File: config.mk
export PLATFORM = sky130hd
export DESIGN_NAME = pwm_cap
export DESIGN_NICKNAME = d
export VERILOG_FILES = /design/src/rtl/pwm_cap_pkg.sv /design/src/rtl/pwm_cap_edge.sv /design/src/rtl/pwm_cap_evdiv.sv /design/src/rtl/pwm_cap_timebase.sv /design/src/rtl/pwm_cap_calc.sv /design/src/rtl/pwm_cap.sv
export SDC_FILE = /design/constraint.sdc
export NUM_CORES = 1
export LEC_CHECK = 0
export CAP_MARGIN = 20
export CORE_MARGIN = 2
export CORE_UTILIZATION = 55
export DETAILED_ROUTE_END_ITERATION = 8
export MAX_ROUTING_LAYER = met4
export PLACE_DENSITY = 0.75
export SLEW_MARGIN = 5
export SYNTH_ARGS = -nofsm -noshare
export SYNTH_HDL_FRONTEND = slang
export SYNTH_HIERARCHICAL = 1
export SYNTH_SLANG_ARGS = --single-unit
File: constraint.sdc
create_clock -name clk_i -period 13.2 [get_ports clk_i]
set_input_delay 2.64 -clock clk_i [delete_from_list [all_inputs] [get_ports clk_i]]
set_output_delay 2.64 -clock clk_i [all_outputs]
set_load 0.05 [all_outputs]
File: src/rtl/pwm_cap_pkg.sv
package pwm_cap_pkg;
  localparam int EDIV_W = 3;

  // code k -> reload mask 2^k-1
  function automatic logic [EDIV_W-1:0] ediv_mask(input logic [1:0] code);
    logic [EDIV_W:0] one_hot;
    one_hot = (EDIV_W+1)'(1) << code;
    return EDIV_W'(one_hot - (EDIV_W+1)'(1));
  endfunction
endpackage

File: src/rtl/pwm_cap_edge.sv
module pwm_cap_edge (
  input  logic clk_i,
  input  logic rst_ni,
  input  logic sel_i,
  input  logic pin_a_i,
  input  logic pin_b_i,
  output logic rise_o,
  output logic fall_o
);
  logic       pin;
  logic [1:0] sync_q;
  logic       prev_q;

  assign pin = sel_i ? pin_b_i : pin_a_i;

  always_ff @(posedge clk_i or negedge rst_ni) begin
    if (!rst_ni) begin
      sync_q <= '0;
      prev_q <= 1'b0;
    end else begin
      sync_q <= {sync_q[0], pin};
      prev_q <= sync_q[1];
    end
  end

  assign rise_o = sync_q[1] & ~prev_q;
  assign fall_o = ~sync_q[1] & prev_q;

  a_r3_rise_single: assert property (@(posedge clk_i) disable iff (!rst_ni)
    rise_o |=> !rise_o);
  a_r3_fall_single: assert property (@(posedge clk_i) disable iff (!rst_ni)
    fall_o |=> !fall_o);
endmodule

File: src/rtl/pwm_cap_evdiv.sv
module pwm_cap_evdiv
  import pwm_cap_pkg::*;
(
  input  logic       clk_i,
  input  logic       rst_ni,
  input  logic       clear_i,
  input  logic       en_i,
  input  logic       edge_i,
  input  logic [1:0] code_i,
  output logic       fire_o
);
  logic [EDIV_W-1:0] cnt_q;
  logic [EDIV_W-1:0] mask;
  logic              hit;

  assign mask   = ediv_mask(code_i);
  assign hit    = en_i & edge_i & ~clear_i;
  assign fire_o = hit && (cnt_q == mask);

  always_ff @(posedge clk_i or negedge rst_ni) begin
    if (!rst_ni)      cnt_q <= '0;
    else if (clear_i) cnt_q <= '0;
    else if (hit)     cnt_q <= (cnt_q == mask) ? '0 : cnt_q + 1'b1;
  end

  a_r7_reload: assert property (@(posedge clk_i) disable iff (!rst_ni)
    fire_o |=> cnt_q == '0);
  a_r7_clear: assert property (@(posedge clk_i) disable iff (!rst_ni)
    clear_i |=> cnt_q == '0);
endmodule

File: src/rtl/pwm_cap_timebase.sv
module pwm_cap_timebase #(
  parameter int PSC_W = 16,
  parameter int CNT_W = 16,
  parameter int TO_W  = 24
) (
  input  logic             clk_i,
  input  logic             rst_ni,
  input  logic             clear_i,
  input  logic             run_i,
  input  logic [PSC_W-1:0] psc_i,
  input  logic [CNT_W-1:0] max_i,
  input  logic [TO_W-1:0]  timeout_i,
  output logic [CNT_W-1:0] cnt_o,
  output logic             expire_o
);
  logic [PSC_W-1:0] pre_q;
  logic [CNT_W-1:0] cnt_q;
  logic [TO_W-1:0]  to_q;
  logic             tick;

  assign tick = run_i & (pre_q >= psc_i);

  always_ff @(posedge clk_i or negedge rst_ni) begin
    if (!rst_ni) begin
      pre_q <= '0;
      cnt_q <= '0;
      to_q  <= '0;
    end else if (clear_i) begin
      pre_q <= '0;
      cnt_q <= '0;
      to_q  <= '0;
    end else if (run_i) begin
      pre_q <= tick ? '0 : pre_q + 1'b1;
      if (tick) begin
        cnt_q <= (cnt_q >= max_i) ? '0 : cnt_q + 1'b1;
        to_q  <= to_q + 1'b1;
      end
    end
  end

  assign cnt_o    = cnt_q;
  assign expire_o = tick && (timeout_i != '0) && (to_q == timeout_i - TO_W'(1));

  a_r4_clear: assert property (@(posedge clk_i) disable iff (!rst_ni)
    clear_i |=> (cnt_q == '0) && (pre_q == '0));
  a_r4_idle_hold: assert property (@(posedge clk_i) disable iff (!rst_ni)
    (!run_i && !clear_i) |=> $stable(cnt_q));
  a_r5_wrap: assert property (@(posedge clk_i) disable iff (!rst_ni)
    (run_i && !clear_i && tick && cnt_q >= max_i) |=> cnt_q == '0);
endmodule

File: src/rtl/pwm_cap_calc.sv
module pwm_cap_calc #(
  parameter int CNT_W = 16
) (
  input  logic [CNT_W-1:0] t0_i,
  input  logic [CNT_W-1:0] t1_i,
  input  logic [CNT_W-1:0] t2_i,
  input  logic [CNT_W-1:0] max_i,
  input  logic [1:0]       code_i,
  output logic [CNT_W-1:0] period_o,
  output logic [CNT_W-1:0] duty_o
);
  function automatic logic [CNT_W-1:0] span(input logic [CNT_W-1:0] a,
                                            input logic [CNT_W-1:0] b,
                                            input logic [CNT_W-1:0] m);
    return (b >= a) ? b - a : m - a + b;
  endfunction

  logic [CNT_W-1:0] per, raw, fix, part;

  always_comb begin
    per  = span(t0_i, t2_i, max_i);
    raw  = span(t0_i, t1_i, max_i);
    fix  = (raw > per) ? raw - per : raw;   // falling stamp one period late
    part = per >> code_i;
    if (code_i != 2'd0 && fix >= part)      // window opened in high phase
      fix = part - (per - fix);
    period_o = per;
    duty_o   = fix;
  end
endmodule

File: src/rtl/pwm_cap.sv
module pwm_cap #(
  parameter int PSC_W = 16,
  parameter int CNT_W = 16,
  parameter int TO_W  = 24
) (
  input  logic             clk_i,
  input  logic             rst_ni,
  input  logic             start_i,
  input  logic             src_sel_i,
  input  logic             pin_a_i,
  input  logic             pin_b_i,
  input  logic [PSC_W-1:0] psc_i,
  input  logic [CNT_W-1:0] cnt_max_i,
  input  logic [1:0]       edge_div_i,
  input  logic [TO_W-1:0]  timeout_i,
  output logic [CNT_W-1:0] period_o,
  output logic [CNT_W-1:0] duty_o,
  output logic             done_o,
  output logic             err_o
);
  localparam int N_UNIT = 2;   // 0: rising unit, 1: falling unit

  logic             rise, fall, expire;
  logic [N_UNIT-1:0] edges, fires;
  logic [CNT_W-1:0] cnt;
  logic             busy_q, got0_q, calc_q, done_q, err_q;
  logic [CNT_W-1:0] t0_q, t1_q, t2_q, cap2_q;
  logic [CNT_W-1:0] per_c, duty_c, per_q, duty_q;

  pwm_cap_edge u_edge (
    .clk_i, .rst_ni, .sel_i(src_sel_i), .pin_a_i, .pin_b_i,
    .rise_o(rise), .fall_o(fall)
  );

  pwm_cap_timebase #(.PSC_W(PSC_W), .CNT_W(CNT_W), .TO_W(TO_W)) u_tb (
    .clk_i, .rst_ni, .clear_i(start_i), .run_i(busy_q), .psc_i,
    .max_i(cnt_max_i), .timeout_i, .cnt_o(cnt), .expire_o(expire)
  );

  assign edges = {fall, rise};

  for (genvar u = 0; u < N_UNIT; u++) begin : g_unit
    pwm_cap_evdiv u_div (
      .clk_i, .rst_ni, .clear_i(start_i), .en_i(busy_q),
      .edge_i(edges[u]), .code_i(edge_div_i), .fire_o(fires[u])
    );
  end

  pwm_cap_calc #(.CNT_W(CNT_W)) u_calc (
    .t0_i(t0_q), .t1_i(t1_q), .t2_i(t2_q), .max_i(cnt_max_i),
    .code_i(edge_div_i), .period_o(per_c), .duty_o(duty_c)
  );

  always_ff @(posedge clk_i or negedge rst_ni) begin
    if (!rst_ni) begin
      busy_q <= 1'b0;
      got0_q <= 1'b0;
      calc_q <= 1'b0;
      err_q  <= 1'b0;
      t0_q   <= '0;
      t1_q   <= '0;
      t2_q   <= '0;
      cap2_q <= '0;
    end else begin
      calc_q <= 1'b0;
      if (start_i) begin
        busy_q <= 1'b1;
        got0_q <= 1'b0;
        err_q  <= 1'b0;
        cap2_q <= '0;
      end else if (busy_q) begin
        if (fires[1]) cap2_q <= cnt;
        if (fires[0]) begin
          if (!got0_q) begin
            t0_q   <= cnt;
            got0_q <= 1'b1;
          end else begin
            t1_q   <= cap2_q;
            t2_q   <= cnt;
            busy_q <= 1'b0;
            calc_q <= 1'b1;
          end
        end else if (expire) begin
          busy_q <= 1'b0;
          err_q  <= 1'b1;
        end
      end
    end
  end

  always_ff @(posedge clk_i or negedge rst_ni) begin
    if (!rst_ni) begin
      done_q <= 1'b0;
      per_q  <= '0;
      duty_q <= '0;
    end else begin
      done_q <= calc_q;
      if (calc_q) begin
        per_q  <= per_c;
        duty_q <= duty_c;
      end
    end
  end

  assign period_o = per_q;
  assign duty_o   = duty_q;
  assign done_o   = done_q;
  assign err_o    = err_q;

  a_r9_done_pulse: assert property (@(posedge clk_i) disable iff (!rst_ni)
    done_o |=> !done_o);
  a_r9_stopped_at_done: assert property (@(posedge clk_i) disable iff (!rst_ni)
    (done_o && !$past(start_i)) |-> !busy_q);
  a_r10_err_from_busy: assert property (@(posedge clk_i) disable iff (!rst_ni)
    $rose(err_o) |-> $past(busy_q));
  a_r10_no_done_on_err: assert property (@(posedge clk_i) disable iff (!rst_ni)
    (done_o && !$past(start_i)) |-> !err_o);
  a_r11_start_clears_err: assert property (@(posedge clk_i) disable iff (!rst_ni)
    start_i |=> !err_o);
endmodule

# Word-level counts from Yosys, hierarchy flattened
# Index checks and enable logic that the tools add are counted.
[totals] reg_bits=166 in_bits=64 output_inout_bits=34 wordCells=116
[op_classes] muxes=40 shift=2 eq_ne=4 bitwise=11 n_lt_le_gt_ge=6 reduce_logical=20 add_sub_neg=15
[ops] operator="16-bit two-way mux" count=14
[ops] operator="16-bit subtractor" count=6
[ops] operator="16-bit >= comparator" count=5
[ops] operator="24-bit two-way mux" count=3
[ops] operator="16-bit by 1-bit adder with 16-bit output, second input constant" count=2
[ops] operator="16-bit adder" count=2
[ops] operator="24-bit by 1-bit adder with 24-bit output, second input constant" count=1
[ops] operator="24-bit == test" count=1
[ops] operator="24-bit nonzero test" count=1
[ops] operator="24-bit by 1-bit subtractor with 24-bit output, second input constant" count=1
[ops] operator="3-bit two-way mux" count=6
[ops] operator="1-bit two-way mux" count=17
[ops] operator="16-bit greater-than comparator" count=1
[ops] operator="2-bit nonzero test" count=8
[ops] operator="16-bit by 2-bit right shift with 16-bit output" count=1
[ops] operator="4-bit AND reduction" count=2
[ops] operator="1-bit bitwise AND" count=7
[ops] operator="3-bit by 1-bit adder with 3-bit output, second input constant" count=2
[ops] operator="3-bit == test" count=2
[ops] operator="2-bit AND reduction" count=3
[ops] operator="1-bit logical AND" count=5
[ops] operator="1-bit inverter" count=4
[ops] operator="3-bit AND reduction" count=1
[ops] operator="1-bit by 2-bit << shifter with 3-bit output, first input constant" count=1
[ops] operator="2 further kinds" count=2

# Longest topological paths before layout
[depth] depth_word=8 mapped_depth=47 mapped_depth_nobuf=46

# By module
# Netlist, hierarchy kept.
[modules_own_cells] module="pwm_cap_calc" seq_area_each_um2=0.0 cells_per_inst=981 n_inst=1 area_per_inst_um2=7089.3
[modules_own_cells] module="pwm_cap_timebase" seq_area_each_um2=1401.3 cells_per_inst=554 n_inst=1 area_per_inst_um2=4625.7
[modules_own_cells] module="pwm_cap" seq_area_each_um2=2527.4 cells_per_inst=257 n_inst=1 area_per_inst_um2=3966.3
[modules_own_cells] module="pwm_cap_evdiv" seq_area_each_um2=75.1 cells_per_inst=25 n_inst=2 area_per_inst_um2=236.5
[modules_own_cells] module="pwm_cap_edge" seq_area_each_um2=75.1 cells_per_inst=6 n_inst=1 area_per_inst_um2=102.6

# Worst setup path after synthesis
# OpenSTA, ideal clock, no wires.
[synth_path] path_type="input port to flip-flop" from="input port cnt_max_i[0]" to="register duty_q[14], in the netlist duty_o[14]" path_stages=44 setup_time_ps=125 path_buffers=1 arrival_time_ps=11746 setup_slack_ps=1329 t_required_ps=13075 cell_sequence="inv_1 ha_1 fa_1 nor2b_1 o21ai_0 a21boi_0 o21ai_0 a21boi_0 o21ai_0 a21boi_0 o21ai_0 a21oi_1 o21a_1 nor2_1 ha_1 a211o_1 a21oi_1 a21oi_1 [8 not listed] a22oi_1 buf_2 o21ai_0 fa_1 inv_1 ha_1 a21o_1 a21oi_1 o21bai_1 a21oi_1 o21bai_1 a21oi_1 o21ai_0 a2111oi_0 nor3_1 nand4b_1 mux2_4 mux2_2"
[synth_via] elab_chain_len=8 elab_cells_between_ends=14 classes_between="add/sub (6); order compare (2); shift (1); mux (4); reduce/logical (1)"
[synth_lines] element="start, declared" line="pwm_cap.sv:13" source="input logic [CNT_W-1:0] cnt_max_i,"
[synth_lines] element="16-bit subtractor *" line="pwm_cap_calc.sv:15" source="return (b >= a) ? b - a : m - a + b;"
[synth_lines] element="16-bit adder" line="pwm_cap_calc.sv:15"
[synth_lines] element="16-bit two-way mux" line="pwm_cap_calc.sv:15"
[synth_lines] element="16-bit subtractor or 16-bit greater-than comparator (tied branches)" line="pwm_cap_calc.sv:23" source="fix = (raw > per) ? raw - per : raw;"
[synth_lines] element="16-bit two-way mux" line="pwm_cap_calc.sv:23"
[synth_lines] element="16-bit subtractor or 16-bit >= comparator (tied branches)" line="pwm_cap_calc.sv:26, pwm_cap_calc.sv:25"
[synth_lines] element="16-bit subtractor or 1-bit logical AND (tied branches)" line="pwm_cap_calc.sv:26, pwm_cap_calc.sv:25"
[synth_lines] element="16-bit two-way mux *" line="pwm_cap_calc.sv:25" source="if (code_i != 2'd0 && fix >= part)"
[synth_lines] element="named net duty_c[14]" line="pwm_cap.sv:28" source="logic [CNT_W-1:0] per_c, duty_c, per_q, duty_q;"
[synth_lines] element="end signal, assigned" line="pwm_cap.sv:100" source="duty_q <= duty_c;"
[synth_lines] element="end, declared" line="pwm_cap.sv:28"
# The timed path passes the listed nets; every way through them passes the cells marked *.
# A chain may end at the register's enable or synchronous reset.

# Worst setup path in the final report
[layout_path] from="input port cnt_max_i[0]" to="register duty_q[6], in the netlist duty_o[6]"
# Same word-level chain as after synthesis.

==> key figures <==
Run status
  • Outcome: completed

Timing
  • Final Critical Period: 12,490 ps
  • Final setup skew: 12.2 ps
  • Fmax: 80.1 MHz
  • Setup violations, final: 0
  • Tcrit/Tclk final: 0.946
  • Final hold violation count: 0
  • Fin. max-slew vios: 0
  • Measured slew at the worst slew-check pin: 972 ps
  • RSZ-0062 raised after global routing: no
  • Slew headroom: 0.347
  • Setup TNS: 0 ps

Global route
  • GRT Total Usage: 0.296
  • Initial antenna violation count: 0
  • First-pass GRT wire length: 71.4 mm
  • GRT overflow: 0
  • Largest net degree at the start of global routing: 101
  • Vias in the first global route: 13.8k

Placed design
  • HPWL after DPL: 33.4 mm
  • RD Place Congestion: 0.976
  • Dpl cells: 2,298
  • PortBufs: 97

Synth
  • Mapped Nets: 2,099
  • Post-Syn Area per Cell: 8.80 µm²
  • Area leader, netlist: dfrtp_1
  • Syn Inst Count: 1,848
  • Distinct cells, synth: 98
  • Fraction of registers with async set/reset: 1.00
  • Yosys warning total: 6
  • Synth Cell Area: 16,300 µm²
  • Post-synth EDFFs: 0
  • Seq/Total Area, Yosys: 0.256
  • Ranking of synthesized cells by area: dfrtp_1, ha_1, mux2_2
  • Seq cells post-synth: 166
  • Top cells by count, synth: ha_1, dfrtp_1, a21oi_1, nor2_1, inv_1
  • Most frequent cell after synthesis: ha_1
  • Main flop type after synthesis: dfrtp_1
  • Area share of the largest cell type after synthesis: 0.256

Pwr
  • Net switching power: 347 µW
  • P per Cell Area: 66.3 nW/µm²
  • Clock share of power: 0.431
  • Largest vdd supply drop: 70.0 µV
  • Seq pwr share: 0.424
  • LEAKAGE: 8.59 nW
  • Pint: 863 µW
  • Switch share: 0.287
  • Combinational cell fraction of total power: 0.144

Drt
  • Top Metal Used: met4
  • Vias per inst: 6.13
  • Detailed-route via count: 14.3k
  • Router iterations before antenna repair: 7
  • Met3 WL: 2.09 mm
  • Number of DRC markers in iteration 0: 1,186
  • M1 WL: 19.7 mm
  • Total wire length: 43.8 mm
  • Routed WL per cell: 18.8 µm
  • DR WL met2: 20.8 mm
  • Antenna-violating nets left: 0
  • DRC: 0

Setup path
  • Critical path peak fanout: 14
  • Crit path kind: in -> reg
  • Critical Path Max Stage Delay: 630 ps
  • Arrival time at the worst endpoint: 12,820 ps
  • Cell repeated most along the worst path: o21ai_0
  • CP endpoint kind: flop
  • Startpoint types: input pin
  • Worst path slowest cell: or4b_2
  • Worst path required time: 13,530 ps

Hold path
  • Worst hold path type: reg -> reg

Final layout
  • ANT cells: 0
  • Final core utilization: 0.631
  • Ratio of cells with drive above 1 in the final layout: 0.118
  • Non-filler instance count after layout: 2,331
  • Area Overhead vs Synth: 12.3%
  • Fillers: 2,484
  • Nets@finish: 2,185

CTS
  • Clk buf depth: 2
  • Number of H-tree levels: 4
  • TritonCTS sink count: 166
  • CTS Buf Count: 17
  • CTS tree: yes
  • Clk root buf: clkbuf_16
  • Clock Pin Slew Worst Setup and Hold Paths: 80 ps
  • Clk_lat worst skew: 440 ps

Floorplan
  • Die width: 176 µm
  • Initial core utilization: 0.562
  • FP Rows: 62
  • Ports: 98
  • Die area: 30,900 µm²
  • Die H: 176 µm
  • CORE AREA: 28,900 µm²

Job
  • Max Cap Violations: 0
-- worst max-delay path, delay by kind of cell --
| kind | cells | cell delay [ps] |
|---|---|---|
| adders and majority gates | 5 | 1560 |
| buffers and inverters | 3 | 780 |
| AOI/OAI and AO/OA | 24 | 4470 |
| and+or+nand+nor | 9 | 2290 |
| muxes | 3 | 1050 |
-- power by group through the flow --
stage | Clock [mW] | Combinational (mW) | Sequential [mW]
global route | 0.550 | 0.194 | 0.513
detailed placement | 0 | 0.171 | 0.523
CTS | 0.530 | 0.173 | 0.513
finish | 0.522 | 0.175 | 0.513
floorplan | 0 | 0.109 | 0.523
global placement | 0 | 0.168 | 0.523
-- area by class of cell --
class	instances	area (µm²)	share of cell area
well taps	384	480	0.0263
inverters	142	533	0.0292
repair buffers	120	1160	0.0636
clock inverters	12	134	0.00734
flip-flops and latches	166	4160	0.228
clock buffers	20	457	0.0250
multi-input cells	1487	11300	0.621
-- logic make-up after synthesis --
family	after synthesis	share of synthesized area
xor gates and xnor gates	130	0.0710
and+or+nand+nor	545	0.174
AOI/OAI and AO/OA	482	0.195
buffers and inverters	195	0.0498
adders and majority gates	187	0.153
DFF	166	0.256
muxes	143	0.101
-- per-stage QoR --
step / hold slack [ps] / setup WS (ps) / power (mW) / area, µm²
floorplan: 331 / 1330 / 0.632 / 16300
global placement: 342 / 399 / 0.691 / 17600
detailed placement: 341 / 105 / 0.695 / 17600
CTS: 358 / 516 / 1.22 / 18200
global route: 373 / 4.26 / 1.26 / 18200
finish: 355 / 708 / 1.21 / 18200
-- repair_timing --
| item | in CTS | in global routing |
|---|---|---|
| setup endpoints to repair | 0 | 10 |
| hold endpoints to repair | 0 | 0 |
| hold buffers | 0 | 0 |
| setup buffers | 0 | 0 |
| gates resized for setup | 0 | 10 |
-- final timing paths --
| path | depth (start not counted) | endpoint | slack, ps | startpoint |
|---|---|---|---|---|
| worst min register to register | 0 | u_edge/sync_q[1] | 360 | u_edge/sync_q[0] |
| worst max register to register | 42 | duty_o[6] | 2960 | t0_q[0] |
| worst min-delay path | 0 | u_edge/sync_q[1] | 360 | u_edge/sync_q[0] |
| max in group asynchronous | 2 | busy_q | 9390 | rst_ni |
| min in group asynchronous | 1 | u_tb/cnt_o[6] | 2310 | rst_ni |
| worst max-delay path | 44 | duty_o[6] | 710 | cnt_max_i[0] |
-- sequential cells by signal (all words and copies together), names as in the netlist --
register            flops
busy_q                  1
calc_q                  1
cap2_q                 16
done_o                  1
duty_o                 16
err_o                   1
g_unit.u_div/cnt_q      6
got0_q                  1
period_o               16
t0_q                   16
t1_q                   16
t2_q                   16
u_edge/prev_q           1
u_edge/sync_q           2
u_tb/cnt_o             16
u_tb/pre_q             16
u_tb/to_q              24
-- cells in the final DEF (no fill, tap or decap), types with 13 or more instances in the layout --
cell / synthesis / routed
a21o_1: 33 / 33
o21a_1: 26 / 26
nor3_1: 25 / 25
or4_1: 14 / 14
mux2_4: 18 / 18
mux2i_1: 34 / 34
a31oi_1: 16 / 15
nand2_1: 116 / 116
a211oi_1: 13 / 13
clkdlybuf4s50_1: 0 / 95
a21oi_1: 154 / 153
nor2b_1: 22 / 22
nand4_1: 30 / 30
clkbuf_16: 0 / 17
nand2b_1: 21 / 21
nor2_1: 142 / 142
xor2_1: 60 / 59
inv_1: 140 / 140
fa_1: 20 / 20
and3_1: 24 / 24
nand3_1: 62 / 62
a21bo_2: 16 / 16
o31ai_1: 17 / 17
xnor2_1: 69 / 69
o21ai_0: 92 / 91
ha_1: 167 / 167
buf_4: 0 / 22
dfrtp_1: 166 / 165
mux2_2: 84 / 84
-- routing by layer --
layer,GRT usage,vias up
li1,-,6866
met1,0.387,6889
met2,0.483,453
met3,0.0297,91
met4,0.0975,0
met5,-,-
No activity file was read; power rests on OpenSTA's default activity.
